$ cat config.mk
export PLATFORM = sky130hd
export DESIGN_NAME = flagged_alu
export DESIGN_NICKNAME = d
export VERILOG_FILES = /design/src/rtl/falu_pkg.sv /design/src/rtl/falu_arith.sv /design/src/rtl/falu_logic.sv /design/src/rtl/falu_flags.sv /design/src/rtl/flagged_alu.sv
export SDC_FILE = /design/constraint.sdc
export NUM_CORES = 1
export LEC_CHECK = 0
export BUFFER_PORTS_ARGS = -buffer_cell sky130_fd_sc_hd__buf_2
export CAP_MARGIN = 0
export CORE_UTILIZATION = 45
export DETAILED_ROUTE_END_ITERATION = 7
export PLACE_DENSITY_LB_ADDON = 0.15
export SLEW_MARGIN = 20
export SYNTH_ARGS = -nofsm -noshare
export SYNTH_HDL_FRONTEND = slang
export SYNTH_HIERARCHICAL = 1
export SYNTH_SLANG_ARGS = --single-unit
$ cat constraint.sdc
create_clock -name clk_i -period 12.49 [get_ports clk_i]
set_input_delay 0.6245 -clock clk_i [delete_from_list [all_inputs] [get_ports clk_i]]
set_output_delay 0.6245 -clock clk_i [all_outputs]
set_load 0.02 [all_outputs]
$ cat src/rtl/falu_pkg.sv
package falu_pkg;

  localparam int FLAG_W = 5;
  localparam int FL_CF  = 0;
  localparam int FL_PF  = 1;
  localparam int FL_ZF  = 2;
  localparam int FL_SF  = 3;
  localparam int FL_OF  = 4;

  typedef enum logic [3:0] {
    OP_ADD  = 4'd0,
    OP_ADC  = 4'd1,
    OP_SUB  = 4'd2,
    OP_INC  = 4'd3,
    OP_DEC  = 4'd4,
    OP_AND  = 4'd5,
    OP_OR   = 4'd6,
    OP_XOR  = 4'd7,
    OP_TEST = 4'd8,
    OP_STC  = 4'd9,
    OP_CLC  = 4'd10
  } falu_op_e;

  // Opcodes that replace the destination bits.
  function automatic logic op_writes(input logic [3:0] op);
    return (op <= OP_XOR);
  endfunction

  // Bitwise class: results come from the logic unit.
  function automatic logic op_is_logic(input logic [3:0] op);
    return (op == OP_AND) || (op == OP_OR) || (op == OP_XOR) || (op == OP_TEST);
  endfunction

  // Per-opcode set of flags that may change.
  function automatic logic [FLAG_W-1:0] op_flag_mask(input logic [3:0] op);
    logic [FLAG_W-1:0] m;
    m = '0;
    case (op)
      OP_ADD, OP_ADC, OP_SUB,
      OP_AND, OP_OR, OP_XOR, OP_TEST: m = '1;
      OP_INC, OP_DEC:                 m = 5'b11110;
      OP_STC, OP_CLC:                 m = 5'b00001;
      default:                        m = '0;
    endcase
    return m;
  endfunction

endpackage

$ cat src/rtl/falu_arith.sv
module falu_arith
  import falu_pkg::*;
#(
  parameter int BYTE_W    = 8,
  parameter int NUM_SIZES = 4,
  localparam int DATA_W   = BYTE_W << (NUM_SIZES - 1),
  localparam int SIZE_W   = $clog2(NUM_SIZES)
) (
  input  logic [3:0]        op_i,
  input  logic [SIZE_W-1:0] size_i,
  input  logic [DATA_W-1:0] a_i,
  input  logic [DATA_W-1:0] b_i,
  input  logic              cf_i,
  output logic [DATA_W-1:0] res_o,
  output logic              carry_o,
  output logic              ovf_o
);

  logic              sub_mode;
  logic              unit_step;
  logic              cin;
  logic [DATA_W-1:0] b_sel;
  logic [DATA_W-1:0] b_eff;

  logic [DATA_W-1:0] res_w   [NUM_SIZES];
  logic              cout_w  [NUM_SIZES];
  logic              ovf_w   [NUM_SIZES];

  always_comb begin
    sub_mode  = (op_i == OP_SUB) || (op_i == OP_DEC);
    unit_step = (op_i == OP_INC) || (op_i == OP_DEC);
    b_sel     = unit_step ? DATA_W'(1) : b_i;
    b_eff     = sub_mode ? ~b_sel : b_sel;
    if (sub_mode)
      cin = 1'b1;
    else if (op_i == OP_ADC)
      cin = cf_i;
    else
      cin = 1'b0;
  end

  // One adder slice per supported width; the size select picks one.
  for (genvar i = 0; i < NUM_SIZES; i++) begin : g_width
    localparam int W = BYTE_W << i;
    logic [W:0] sum;
    assign sum      = {1'b0, a_i[W-1:0]} + {1'b0, b_eff[W-1:0]} + {{W{1'b0}}, cin};
    assign res_w[i] = DATA_W'(sum[W-1:0]);
    // Subtraction reports a borrow, the inverse of the carry out.
    assign cout_w[i] = sum[W] ^ sub_mode;
    assign ovf_w[i]  = (a_i[W-1] == b_eff[W-1]) && (sum[W-1] != a_i[W-1]);
  end

  assign res_o   = res_w[size_i];
  assign carry_o = cout_w[size_i];
  assign ovf_o   = ovf_w[size_i];

endmodule

$ cat src/rtl/falu_logic.sv
module falu_logic
  import falu_pkg::*;
#(
  parameter int DATA_W = 64
) (
  input  logic [3:0]        op_i,
  input  logic [DATA_W-1:0] a_i,
  input  logic [DATA_W-1:0] b_i,
  output logic [DATA_W-1:0] res_o
);

  always_comb begin
    case (op_i)
      OP_OR:   res_o = a_i | b_i;
      OP_XOR:  res_o = a_i ^ b_i;
      default: res_o = a_i & b_i;   // AND and TEST
    endcase
  end

endmodule

$ cat src/rtl/falu_flags.sv
module falu_flags
  import falu_pkg::*;
#(
  parameter int BYTE_W    = 8,
  parameter int NUM_SIZES = 4,
  localparam int DATA_W   = BYTE_W << (NUM_SIZES - 1),
  localparam int SIZE_W   = $clog2(NUM_SIZES)
) (
  input  logic [3:0]        op_i,
  input  logic [SIZE_W-1:0] size_i,
  input  logic [DATA_W-1:0] res_i,    // already zero above the width
  input  logic              carry_i,
  input  logic              ovf_i,
  input  logic [FLAG_W-1:0] flags_q_i,
  output logic [FLAG_W-1:0] flags_d_o
);

  logic              sign_w [NUM_SIZES];
  logic [FLAG_W-1:0] cand;
  logic [FLAG_W-1:0] upd;
  logic              is_log;

  for (genvar i = 0; i < NUM_SIZES; i++) begin : g_sign
    assign sign_w[i] = res_i[(BYTE_W << i) - 1];
  end

  always_comb begin
    is_log = op_is_logic(op_i);
    upd    = op_flag_mask(op_i);

    cand[FL_ZF] = ~|res_i;
    cand[FL_SF] = sign_w[size_i];
    cand[FL_PF] = ~^res_i[BYTE_W-1:0];
    cand[FL_OF] = is_log ? 1'b0 : ovf_i;
    if (is_log || op_i == OP_CLC)
      cand[FL_CF] = 1'b0;
    else if (op_i == OP_STC)
      cand[FL_CF] = 1'b1;
    else
      cand[FL_CF] = carry_i;

    flags_d_o = (cand & upd) | (flags_q_i & ~upd);
  end

endmodule

$ cat src/rtl/flagged_alu.sv
module flagged_alu
  import falu_pkg::*;
#(
  parameter int BYTE_W    = 8,
  parameter int NUM_SIZES = 4,
  localparam int DATA_W   = BYTE_W << (NUM_SIZES - 1),
  localparam int SIZE_W   = $clog2(NUM_SIZES)
) (
  input  logic              clk_i,
  input  logic              rst_ni,
  input  logic              en_i,
  input  logic [3:0]        op_i,
  input  logic [SIZE_W-1:0] size_i,
  input  logic [DATA_W-1:0] opa_i,
  input  logic [DATA_W-1:0] opb_i,
  output logic [DATA_W-1:0] dest_o,
  output logic [FLAG_W-1:0] flags_o
);

  logic [DATA_W-1:0] dest_q,  dest_d;
  logic [FLAG_W-1:0] flags_q, flags_d;
  logic [DATA_W-1:0] ar_res,  lg_res, low_res, wmask;
  logic              ar_carry, ar_ovf;
  logic [DATA_W-1:0] wmask_w [NUM_SIZES];

  for (genvar i = 0; i < NUM_SIZES; i++) begin : g_mask
    localparam int W = BYTE_W << i;
    if (W == DATA_W) begin : g_full
      assign wmask_w[i] = '1;
    end else begin : g_part
      assign wmask_w[i] = {{(DATA_W-W){1'b0}}, {W{1'b1}}};
    end
  end

  falu_arith #(.BYTE_W(BYTE_W), .NUM_SIZES(NUM_SIZES)) u_arith (
    .op_i    (op_i),
    .size_i  (size_i),
    .a_i     (opa_i),
    .b_i     (opb_i),
    .cf_i    (flags_q[FL_CF]),
    .res_o   (ar_res),
    .carry_o (ar_carry),
    .ovf_o   (ar_ovf)
  );

  falu_logic #(.DATA_W(DATA_W)) u_logic (
    .op_i  (op_i),
    .a_i   (opa_i),
    .b_i   (opb_i),
    .res_o (lg_res)
  );

  falu_flags #(.BYTE_W(BYTE_W), .NUM_SIZES(NUM_SIZES)) u_flags (
    .op_i      (op_i),
    .size_i    (size_i),
    .res_i     (low_res),
    .carry_i   (ar_carry),
    .ovf_i     (ar_ovf),
    .flags_q_i (flags_q),
    .flags_d_o (flags_d)
  );

  // Next-state: merge the width-limited result into operand A.
  always_comb begin
    wmask   = wmask_w[size_i];
    low_res = op_is_logic(op_i) ? (lg_res & wmask) : ar_res;
    dest_d  = dest_q;
    if (op_writes(op_i))
      dest_d = (opa_i & ~wmask) | low_res;
  end

  always_ff @(posedge clk_i or negedge rst_ni) begin
    if (!rst_ni) begin
      dest_q  <= '0;
      flags_q <= '0;
    end else if (en_i) begin
      dest_q  <= dest_d;
      flags_q <= flags_d;
    end
  end

  assign dest_o  = dest_q;
  assign flags_o = flags_q;

endmodule

==> out/metrics.cfg, run 1 <==
[status]
status=completed

[yosys]
synth_ff_type=dfrtp_1
syn_inst=1905
synthAdderAreaFrac_pct=19.0
ys_seq_elements=69
synth_xor_area_share_pct=3.76
synth_nets=2239
synthMuxAreaShare_pct=7.79
synth.cell_area_mm2=0.0130
ys_warn_count=6
postSynthAreaPerCell_um2=6.85
seq_area_frac_synth_pct=13.2
synth-async-reset-ratio_pct=100
synth-compound-area-share_pct=22.7
synth_cell_type_count=80
synth-simple-area-share_pct=24.3
synth-edff-count=0
synth_top_family_by_area=simple AND/OR/NAND/NOR gates

[final_layout]
final_util_pct=51.0
area_delta_synth_final_pct=10.1
fin_area_mm2=0.0144
drive_above_1_share_pct=14.0
nets=2343

[sta]
worst_pin_slew_ns=1.02
fin_setup_tns_ns=0
fin_crit_ns=6.84
rsz0062_at_grt=false
setup_violations=0
hold_ws_ns=0.429
finalMaxSlewViolations=0
maxSlewHeadroom_pct=32.3
hold_viol_final=0
clock_skew_ns=0.00642
clock.fmax_ghz=0.146
fin_crit_sh_pct=54.7

[global_route]
grt_max_degree=78
grt_overflow=0
first_global_vias=12900
antenna_found_initial=2
grt_usage_pct=28.2
grt_pass1_wl_mm=66.5

[placement]
dp.final_hpwl_mm=31.5
dpl_cell_area_mm2=0.0141
place_congestion=0.908
portBuffers=205

[worst_setup_path]
worstSetupEndpoint=flags_o[2]
r2r_end=flags_o[2]
crit_path_frequent_cell=nand2_1
required_ns=12.79
reg2reg_depth=21
crit_slowest_cell=buf_4
path_class=input port to flop
crit-reg2reg-launch=flags_o[0]
cp_max_fo=77
slowest_delay_ns=0.57
r2r_slack_ns=7.15
crit_path_start_kind=input port
startpoint=op_i[0]
arrival_ns=7.13
endpoint_kind=flop

[drt]
vias=13800
finalWirelength_mm=42.1
ant_nets=0
viasPerCell=5.75
drc=0
wl_per_cell_um=17.6
first_pass_iters=6
dr.first_iter.drc_count=1116

[job]
maxCapViolCount=0

[floorplan]
io_pins=206
dieWidth_um=172
die_area_mm2=0.0297
core_region_area_mm2=0.0282
die_h_um=172
rows=61
initial_core_util_pct=46.3

[clock_tree]
cts_hold_buffers=0
clk_latency_ns=0.35
clk_pin_slew_ns=0.07
cts_sinks=69
post_cts.repair.setup_buffers=0
h-tree-depth=3
numCtsBuffers=9
root_buffer=clkbuf_16
tritoncts=built
clk_path_buf_depth=2
cts_resized=0

[power_and_ir_drop]
p_seq_share_pct=21.7
comb_power_share_pct=57.9
sw_frac_of_total_pct=46.0
peakVddDrop_v=0.0000652
leakagePower_nw=7.56
p_int_mw=0.743
p_per_area_mw_per_mm2=95.8
clockPowerShare_pct=20.4
p_sw_mw=0.632

[hold_path]
min_path_type=input port to asynchronous set/reset pin

## state kept, by name, summed over array words and instances (netlist names)
name / flops
dest_o: 64
flags_o: 5
## power by group through the flow
stage,clock (mW),combinational [mW],sequential [mW]
final,0.281,0.796,0.299
after global routing,0.290,0.878,0.304
after CTS,0.285,0.787,0.299
after detailed placement,0,0.783,0.303
after global placement,0,0.776,0.302
after floorplan,0,0.506,0.352
## routing by layer
metal	wire length (um)	GRT usage [%]	vias up	share of wire, %
li1	-	-	6783	-
met1	19600	37.9	6477	47
met2	19600	47.3	444	46
met3	2200	3.04	50	5.2
met4	709	8.00	0	1.7
met5	0	0	-	0
## cell usage in the layout (no fill, tap or decap), types with 4 or more instances in the layout
master | Yosys | layout
o21ai_0 | 72 | 72
dfrtp_1 | 69 | 69
a21oi_1 | 197 | 197
a31oi_1 | 63 | 63
xor2_1 | 25 | 25
nand2_1 | 315 | 315
o21bai_1 | 18 | 18
o21a_1 | 15 | 15
nor4b_1 | 5 | 4
o31ai_1 | 5 | 5
nor4_1 | 11 | 11
o211ai_1 | 6 | 6
mux2i_1 | 67 | 66
nand4_1 | 31 | 31
a221oi_1 | 7 | 7
clkbuf_16 | 0 | 9
and3_1 | 5 | 5
a21o_1 | 41 | 40
xnor2_1 | 31 | 31
buf_4 | 2 | 13
nand2b_1 | 13 | 12
nand3_1 | 74 | 74
or3_1 | 5 | 4
mux2_2 | 6 | 6
o21ai_1 | 22 | 22
nor2_1 | 208 | 208
buf_2 | 31 | 203
mux2_4 | 17 | 17
o221ai_1 | 4 | 4
nor2b_1 | 5 | 4
nor3_1 | 28 | 28
a211oi_1 | 4 | 4
ha_1 | 195 | 195
inv_1 | 157 | 157
## worst max-delay path: cells and delay by family
family / cells / cell delay (ns)
AO/OA/AOI/OAI: 7 / 1.93
AND/OR/NAND/NOR: 11 / 1.91
buffers and inverters: 2 / 1.14
adder cells (fa/ha/maj): 2 / 0.83
multiplexers: 2 / 0.49
XOR/XNOR: 1 / 0.16
## cell usage after synthesis (31+ instances only)
cell | n | area share (%)
nand3_1 | 74 | 2.8
mux2i_1 | 67 | 5.1
a21oi_1 | 197 | 7.6
buf_2 | 31 | 1.2
ha_1 | 195 | 19
a21o_1 | 41 | 2.4
dfrtp_1 | 69 | 13
clkbuf_1 | 69 | 2.0
o21ai_0 | 72 | 2.8
nor2_1 | 208 | 6.0
inv_1 | 157 | 4.5
xnor2_1 | 31 | 2.1
nand2_1 | 315 | 9.1
a31oi_1 | 63 | 3.0
nand4_1 | 31 | 1.5
## metrics by stage
step           power (mW)  instances  setup slack (ns)
2_1_floorplan       0.858       1905              7.15
3_3_place_gp         1.08       2376              5.52
3_5_place_dp         1.09       2376              5.42
4_1_cts              1.37       2390              5.78
5_1_grt              1.47       2391              5.37
6_report             1.38       2392              5.65
## area by class of cell
| class | instances | area, um2 |
|---|---|---|
| Sequential cell | 69 | 1730 |
| Timing Repair Buffer | 216 | 1110 |
| Fill cell | 2939 | 13800 |
| Clock buffer | 13 | 270 |
| Multi-Input combinational cell | 1555 | 10200 |
| Inverter | 158 | 593 |
| Antenna cell | 2 | 5.00 |
| Tap cell | 378 | 473 |
| Clock inverter | 1 | 30.0 |
## cells by family (layout without fill, tap and decap cells)
family,count (synthesis),in the layout
mux,91,91
xor+xnor,56,56
flops,69,69
compound gates,487,487
other cells,0,2
buf+inv,281,388
simple gates,724,724
fa+ha+maj,197,197
## worst min path at each step
stage	from	end	slack (ns)	cells after the start
final	rst_ni	dest_o[18]	0.43	1
after global routing	rst_ni	dest_o[19]	0.51	1
after CTS	rst_ni	dest_o[17]	0.48	1
after detailed placement	dest_o[4]	dest_o[4]	0.49	1
after global placement	dest_o[3]	dest_o[3]	0.49	1
after floorplan	rst_ni	dest_o[0]	0.33	0
(Power assumes the default switching activity.)
==> inputs of run 2 (changes only) <==
==> constraint.sdc (replaced) <==
create_clock -name clk_i -period 6.36 [get_ports clk_i]
set_input_delay 0.318 -clock clk_i [delete_from_list [all_inputs] [get_ports clk_i]]
set_output_delay 0.318 -clock clk_i [all_outputs]
set_load 0.02 [all_outputs]
==> run 2 against run 1 <==
Net effect: sequential cell count is the same; highest routed layer unchanged; critical path depth is 3 lower; die area stayed put.
==> out/metrics.cfg, run 2 (synthesis gave the netlist of run 1 again) <==
[power_and_ir_drop]
p_per_area_mw_per_mm2=182  ; was 95.8 mW/mm2
finalPower_mw=2.61  ; was 1.38 mW
peakVddDrop_v=0.000121  ; was 0.0000652 V
leakagePower_nw=7.57  ; was 7.56 nW

[global_route]
antenna_found_initial=2  ; unchanged
grt_max_degree=77  ; was 78
first_global_vias=12800  ; was 12900
grt_usage_pct=28.3  ; was 28.2%
grt_overflow=0  ; unchanged
grt_pass1_wl_mm=66.8  ; was 66.5 mm

[clock_tree]
root_buffer=clkbuf_16  ; unchanged
cts_resized=0  ; unchanged
h-tree-depth=3  ; unchanged
cts_hold_buffers=0  ; unchanged
clk_path_buf_depth=2  ; unchanged
clk_latency_ns=0.35  ; about the same
numCtsBuffers=9  ; unchanged
tritoncts=built  ; unchanged
post_cts.repair.setup_buffers=0  ; unchanged
clk_pin_slew_ns=0.06  ; was 0.07 ns
cts_sinks=69  ; unchanged

[final_layout]
final_common_cell=nand2_1  ; unchanged
drive_above_1_share_pct=14.2  ; was 14.0%
layout_common_cells=nand2_1, nor2_1, buf_2  ; unchanged
area_delta_synth_final_pct=10.0  ; was 10.1%
final_cell_count_no_fill=2398  ; was 2392
nets=2349  ; was 2343
largest_reg_flops=64  ; unchanged

[floorplan]
rows=61  ; unchanged
die_area_mm2=0.0297  ; unchanged
core_region_area_mm2=0.0282  ; unchanged
initial_core_util_pct=46.3  ; unchanged
dieWidth_um=172  ; unchanged
io_pins=206  ; unchanged
die_h_um=172  ; unchanged

[worst_setup_path]
crit-reg2reg-launch=flags_o[0]  ; unchanged
cp_max_fo=14  ; was 77
r2r_slack_ns=1.01  ; was 7.15 ns
endpoint_kind=flop  ; unchanged
r2r_end=flags_o[2]  ; unchanged
arrival_ns=5.97  ; was 7.13 ns
crit_path_start_kind=input port  ; unchanged
required_ns=6.65  ; was 12.79 ns
path_class=input port to flop  ; unchanged
reg2reg_depth=21  ; unchanged

[placement]
post-place-cells=2382  ; was 2376
dp.final_hpwl_mm=32.0  ; was 31.5 mm
place_congestion=0.947  ; was 0.908
portBuffers=205  ; unchanged

[drt]
wl_per_cell_um=17.4  ; was 17.6 um
viasPerCell=5.69  ; was 5.75
first_pass_iters=5  ; was 6
dr.first_iter.drc_count=904  ; was 1116
drc=0  ; unchanged
ant_nets=0  ; unchanged
finalWirelength_mm=41.7  ; was 42.1 mm
vias=13600  ; was 13800

[sta]
clock_skew_ns=0.00672  ; was 0.00642 ns
clock.fmax_ghz=0.176
maxSlewHeadroom_pct=26.0  ; was 32.3%
fin_crit_sh_pct=89.3
worst_pin_slew_ns=1.09  ; was 1.02 ns
setup_violations=0  ; unchanged
rsz0062_at_grt=false  ; unchanged
hold_viol_final=0  ; unchanged
fin_setup_tns_ns=0  ; unchanged
hold_ws_ns=0.136  ; was 0.429 ns
finalMaxSlewViolations=0  ; unchanged
fin_crit_ns=5.68

[job]
maxCapViolCount=0  ; unchanged

[hold_path]
min_path_type=input port to asynchronous set/reset pin  ; unchanged

[status]
status=completed  ; unchanged

run 2: cell types whose count changed in the layout (fill, tap and decap cells not counted), sizes merged:
cell | previous run | this run
bufinv | 1 | 0
clkinv | 1 | 4
clkbuf | 13 | 11
buf | 216 | 222
run 2: power by group:
group	internal (mW)	switching (mW)
Clock	0.258	0.211
Sequential	0.527	0.0560
Combinational	0.600	0.958
run 2: stage by stage:
step | instance area (um2) | util (%) | worst slack (ns)
3_3_place_gp | 14100 | 50.1 | 0.518
4_1_cts | 14400 | 51.0 | 0.674
6_report | 14400 | 51.0 | 0.680
3_5_place_dp | 14100 | 50.1 | 0.339
5_1_grt | 14400 | 51.0 | 0.418
2_1_floorplan | 13000 | - | 1.33
run 2: final cells by class:
cell class              instances  area, um2
flip-flops and latches         69       1730
well taps                     378        473
fillers                      2935      13800
clock buffers                  11        233
multi-input cells            1555      10200
repair buffers                222       1160
clock inverters                 3       15.0
diodes                          2       5.00
inverters                     158        593
run 2: layer usage:
layer | part of all wire (%) | up-vias | GRT usage (%)
li1 | - | 6806 | -
met1 | 47 | 6428 | 37.5
met2 | 47 | 366 | 48.4
met3 | 4.2 | 43 | 3.52
met4 | 1.5 | 0 | 6.58
met5 | 0 | - | 0
run 2: how the worst max path moves through the flow:
stage | slack, ns | end | startpoint
2_1_floorplan | 1.33 | flags_o[2] | op_i[0]
3_3_place_gp | 0.52 | flags_o[2] | op_i[2]
3_5_place_dp | 0.34 | flags_o[2] | op_i[2]
4_1_cts | 0.67 | flags_o[2] | op_i[2]
5_1_grt | 0.42 | flags_o[2] | op_i[2]
6_report | 0.68 | flags_o[2] | op_i[2]
run 2: worst max-delay path, cell delays in order:
cell and delay [ns]:
buf_2 0.25, xnor2_1 0.10, or3_2 0.42, mux2_2 0.29, fa_1 0.42, fa_1 0.41, a21o_1 0.19, a221o_1 0.43
a2111o_1 0.46, nand3_1 0.12, nand3_1 0.15, a21boi_2 0.31, o21ai_0 0.16, xnor2_1 0.18, nor2_1 0.07, nand2_1 0.11
nand2_1 0.06, nor4_1 0.50, nand4_1 0.14, or3_1 0.46, o41ai_2 0.22, mux2_2 0.19
==> inputs of run 3 (changes only) <==
--- a/config.mk
+++ b/config.mk
@@ -9,7 +9,7 @@
 export CAP_MARGIN = 0
 export CORE_UTILIZATION = 45
 export DETAILED_ROUTE_END_ITERATION = 7
-export PLACE_DENSITY_LB_ADDON = 0.15
+export PLACE_DENSITY = 0.77
 export SLEW_MARGIN = 20
 export SYNTH_ARGS = -nofsm -noshare
 export SYNTH_HDL_FRONTEND = slang
==> run 3 against run 2 <==
Net effect: highest routed layer unchanged; sequential cell count unchanged; register-to-register slack improved by 0.04 ns; first-iteration DRC count increased by 26%; setup slack improved by 0.013 ns; maximum frequency increased by 0.23%; final area increased by 0.21%.
==> out/metrics.cfg, run 3 (synthesis gave the netlist of run 1 again) <==
[status]
status=completed  ; unchanged

[hold_path]
min_path_type=input port to asynchronous set/reset pin  ; unchanged

[sta]
clock_skew_ns=0.00587  ; was 0.00672 ns
hold_viol_final=0  ; unchanged
fin_crit_ns=5.67  ; was 5.68 ns
maxSlewHeadroom_pct=41.8  ; was 26.0%
clock.fmax_ghz=0.176  ; about the same
finalMaxSlewViolations=0  ; unchanged
fin_crit_sh_pct=89.1  ; was 89.3%
worst_pin_slew_ns=0.874  ; was 1.09 ns
setup_violations=0  ; unchanged
rsz0062_at_grt=false  ; unchanged
fin_setup_tns_ns=0  ; unchanged

[worst_setup_path]
reg2reg_depth=21  ; unchanged
endpoint_kind=flop  ; unchanged
cp_max_fo=14  ; unchanged
arrival_ns=5.96  ; was 5.97 ns
path_class=input port to flop  ; unchanged
crit-reg2reg-launch=flags_o[0]  ; unchanged
crit_path_start_kind=input port  ; unchanged
required_ns=6.66  ; was 6.65 ns
r2r_slack_ns=1.05  ; was 1.01 ns
r2r_end=flags_o[2]  ; unchanged

[global_route]
grt_usage_pct=27.9  ; was 28.3%
antenna_found_initial=0  ; was 2
grt_max_degree=82  ; was 77
grt_overflow=0  ; unchanged
grt_pass1_wl_mm=65.9  ; was 66.8 mm
first_global_vias=13000  ; was 12800

[clock_tree]
clk_pin_slew_ns=0.06  ; about the same
post_cts.repair.setup_buffers=0  ; unchanged
clk_path_buf_depth=2  ; unchanged
numCtsBuffers=9  ; unchanged
cts_sinks=69  ; unchanged
h-tree-depth=3  ; unchanged
cts_resized=0  ; unchanged
clk_latency_ns=0.36  ; was 0.35 ns
tritoncts=built  ; unchanged
root_buffer=clkbuf_16  ; unchanged
cts_hold_buffers=0  ; unchanged

[power_and_ir_drop]
peakVddDrop_v=0.000145  ; was 0.000121 V
p_per_area_mw_per_mm2=187  ; was 182 mW/mm2
leakagePower_nw=7.57  ; about the same

[drt]
drc=0  ; unchanged
vias=13900  ; was 13600
viasPerCell=5.80  ; was 5.69
dr.first_iter.drc_count=1138  ; was 904
ant_nets=0  ; unchanged
first_pass_iters=5  ; unchanged
wl_per_cell_um=17.3  ; was 17.4 um
finalWirelength_mm=41.5  ; was 41.7 mm

[final_layout]
area_delta_synth_final_pct=10.3  ; was 10.0%
multi_input_comb_area_mm2=0.0102  ; unchanged
nets=2347  ; was 2349
largest_reg_flops=64  ; unchanged
fillers=2792  ; was 2935
n_antenna_cell=0  ; was 2
drive_above_1_share_pct=14.1  ; was 14.2%
final_common_cell=nand2_1  ; unchanged
final_cell_count_no_fill=2394  ; was 2398
layout_common_cells=nand2_1, nor2_1, buf_2  ; unchanged
seq_area_mm2=0.00173  ; unchanged

[floorplan]
die_area_mm2=0.0297  ; unchanged
io_pins=206  ; unchanged
initial_core_util_pct=46.3  ; unchanged
rows=61  ; unchanged
dieWidth_um=172  ; unchanged
die_h_um=172  ; unchanged
core_region_area_mm2=0.0282  ; unchanged

[job]
maxCapViolCount=0  ; unchanged

[placement]
dp.final_hpwl_mm=31.9  ; was 32.0 mm
post-place-cells=2380  ; was 2382
place_congestion=0.916  ; was 0.947
portBuffers=205  ; unchanged

## run 3: cell type report
cell class / instances / share of cell area, %
Clock buffer: 12 / 1.71
Clock inverter: 2 / 0.244
Inverter: 158 / 4.12
Multi-Input combinational cell: 1555 / 70.6
Sequential cell: 69 / 12.0
Tap cell: 378 / 3.29
Timing Repair Buffer: 220 / 8.06
## run 3: worst max-delay path, cell delays in order
cell and delay [ns]:
buf_2 0.25, xnor2_1 0.10, or3_2 0.44, mux2_2 0.30
fa_1 0.45, fa_1 0.43, a21o_1 0.19, a221o_1 0.40
a2111o_1 0.45, nand3_1 0.14, nand3_1 0.16, a21boi_2 0.33
o21ai_0 0.16, xnor2_1 0.17, nor2_1 0.06, nand2_1 0.10
nand2_1 0.06, nor4_1 0.43, nand4_1 0.14, or3_1 0.48
o41ai_2 0.20, mux2_2 0.18
## run 3: how the worst max path moves through the flow
stage	endpoint	from	slack, ns	depth (start not counted)
6_report	flags_o[2]	op_i[2]	0.69	22
5_1_grt	flags_o[2]	op_i[2]	0.36	22
4_1_cts	flags_o[2]	op_i[2]	0.77	22
3_5_place_dp	flags_o[2]	op_i[2]	0.42	22
3_3_place_gp	flags_o[2]	op_i[0]	0.58	22
2_1_floorplan	flags_o[2]	op_i[0]	1.33	24
## run 3: metrics by stage
stage	setup WS (ns)	power (mW)	utilization (%)	hold WS, ns	cell area, um2
finish	0.693	2.69	51.1	0.00846	14400
detailed placement	0.416	2.14	50.1	0.499	14100
global placement	0.577	2.12	50.1	0.494	14100
floorplan	1.33	1.69	-	0.0224	13000
global route	0.356	2.88	51.1	0.0687	14400
CTS	0.767	2.68	51.1	0.167	14400
## run 3: report_power, final
group,internal (mW),switching (mW)
registers,0.527,0.0602
clock network,0.311,0.222
logic,0.602,0.967
## run 3: per-layer routing
layer / routed length, um / vias to the layer above / GRT usage, %
li1: - / 6802 / -
met5: 0 / - / 0
met4: 971 / 0 / 9.47
met2: 19400 / 498 / 47.1
met1: 18800 / 6514 / 36.4
met3: 2360 / 77 / 3.55
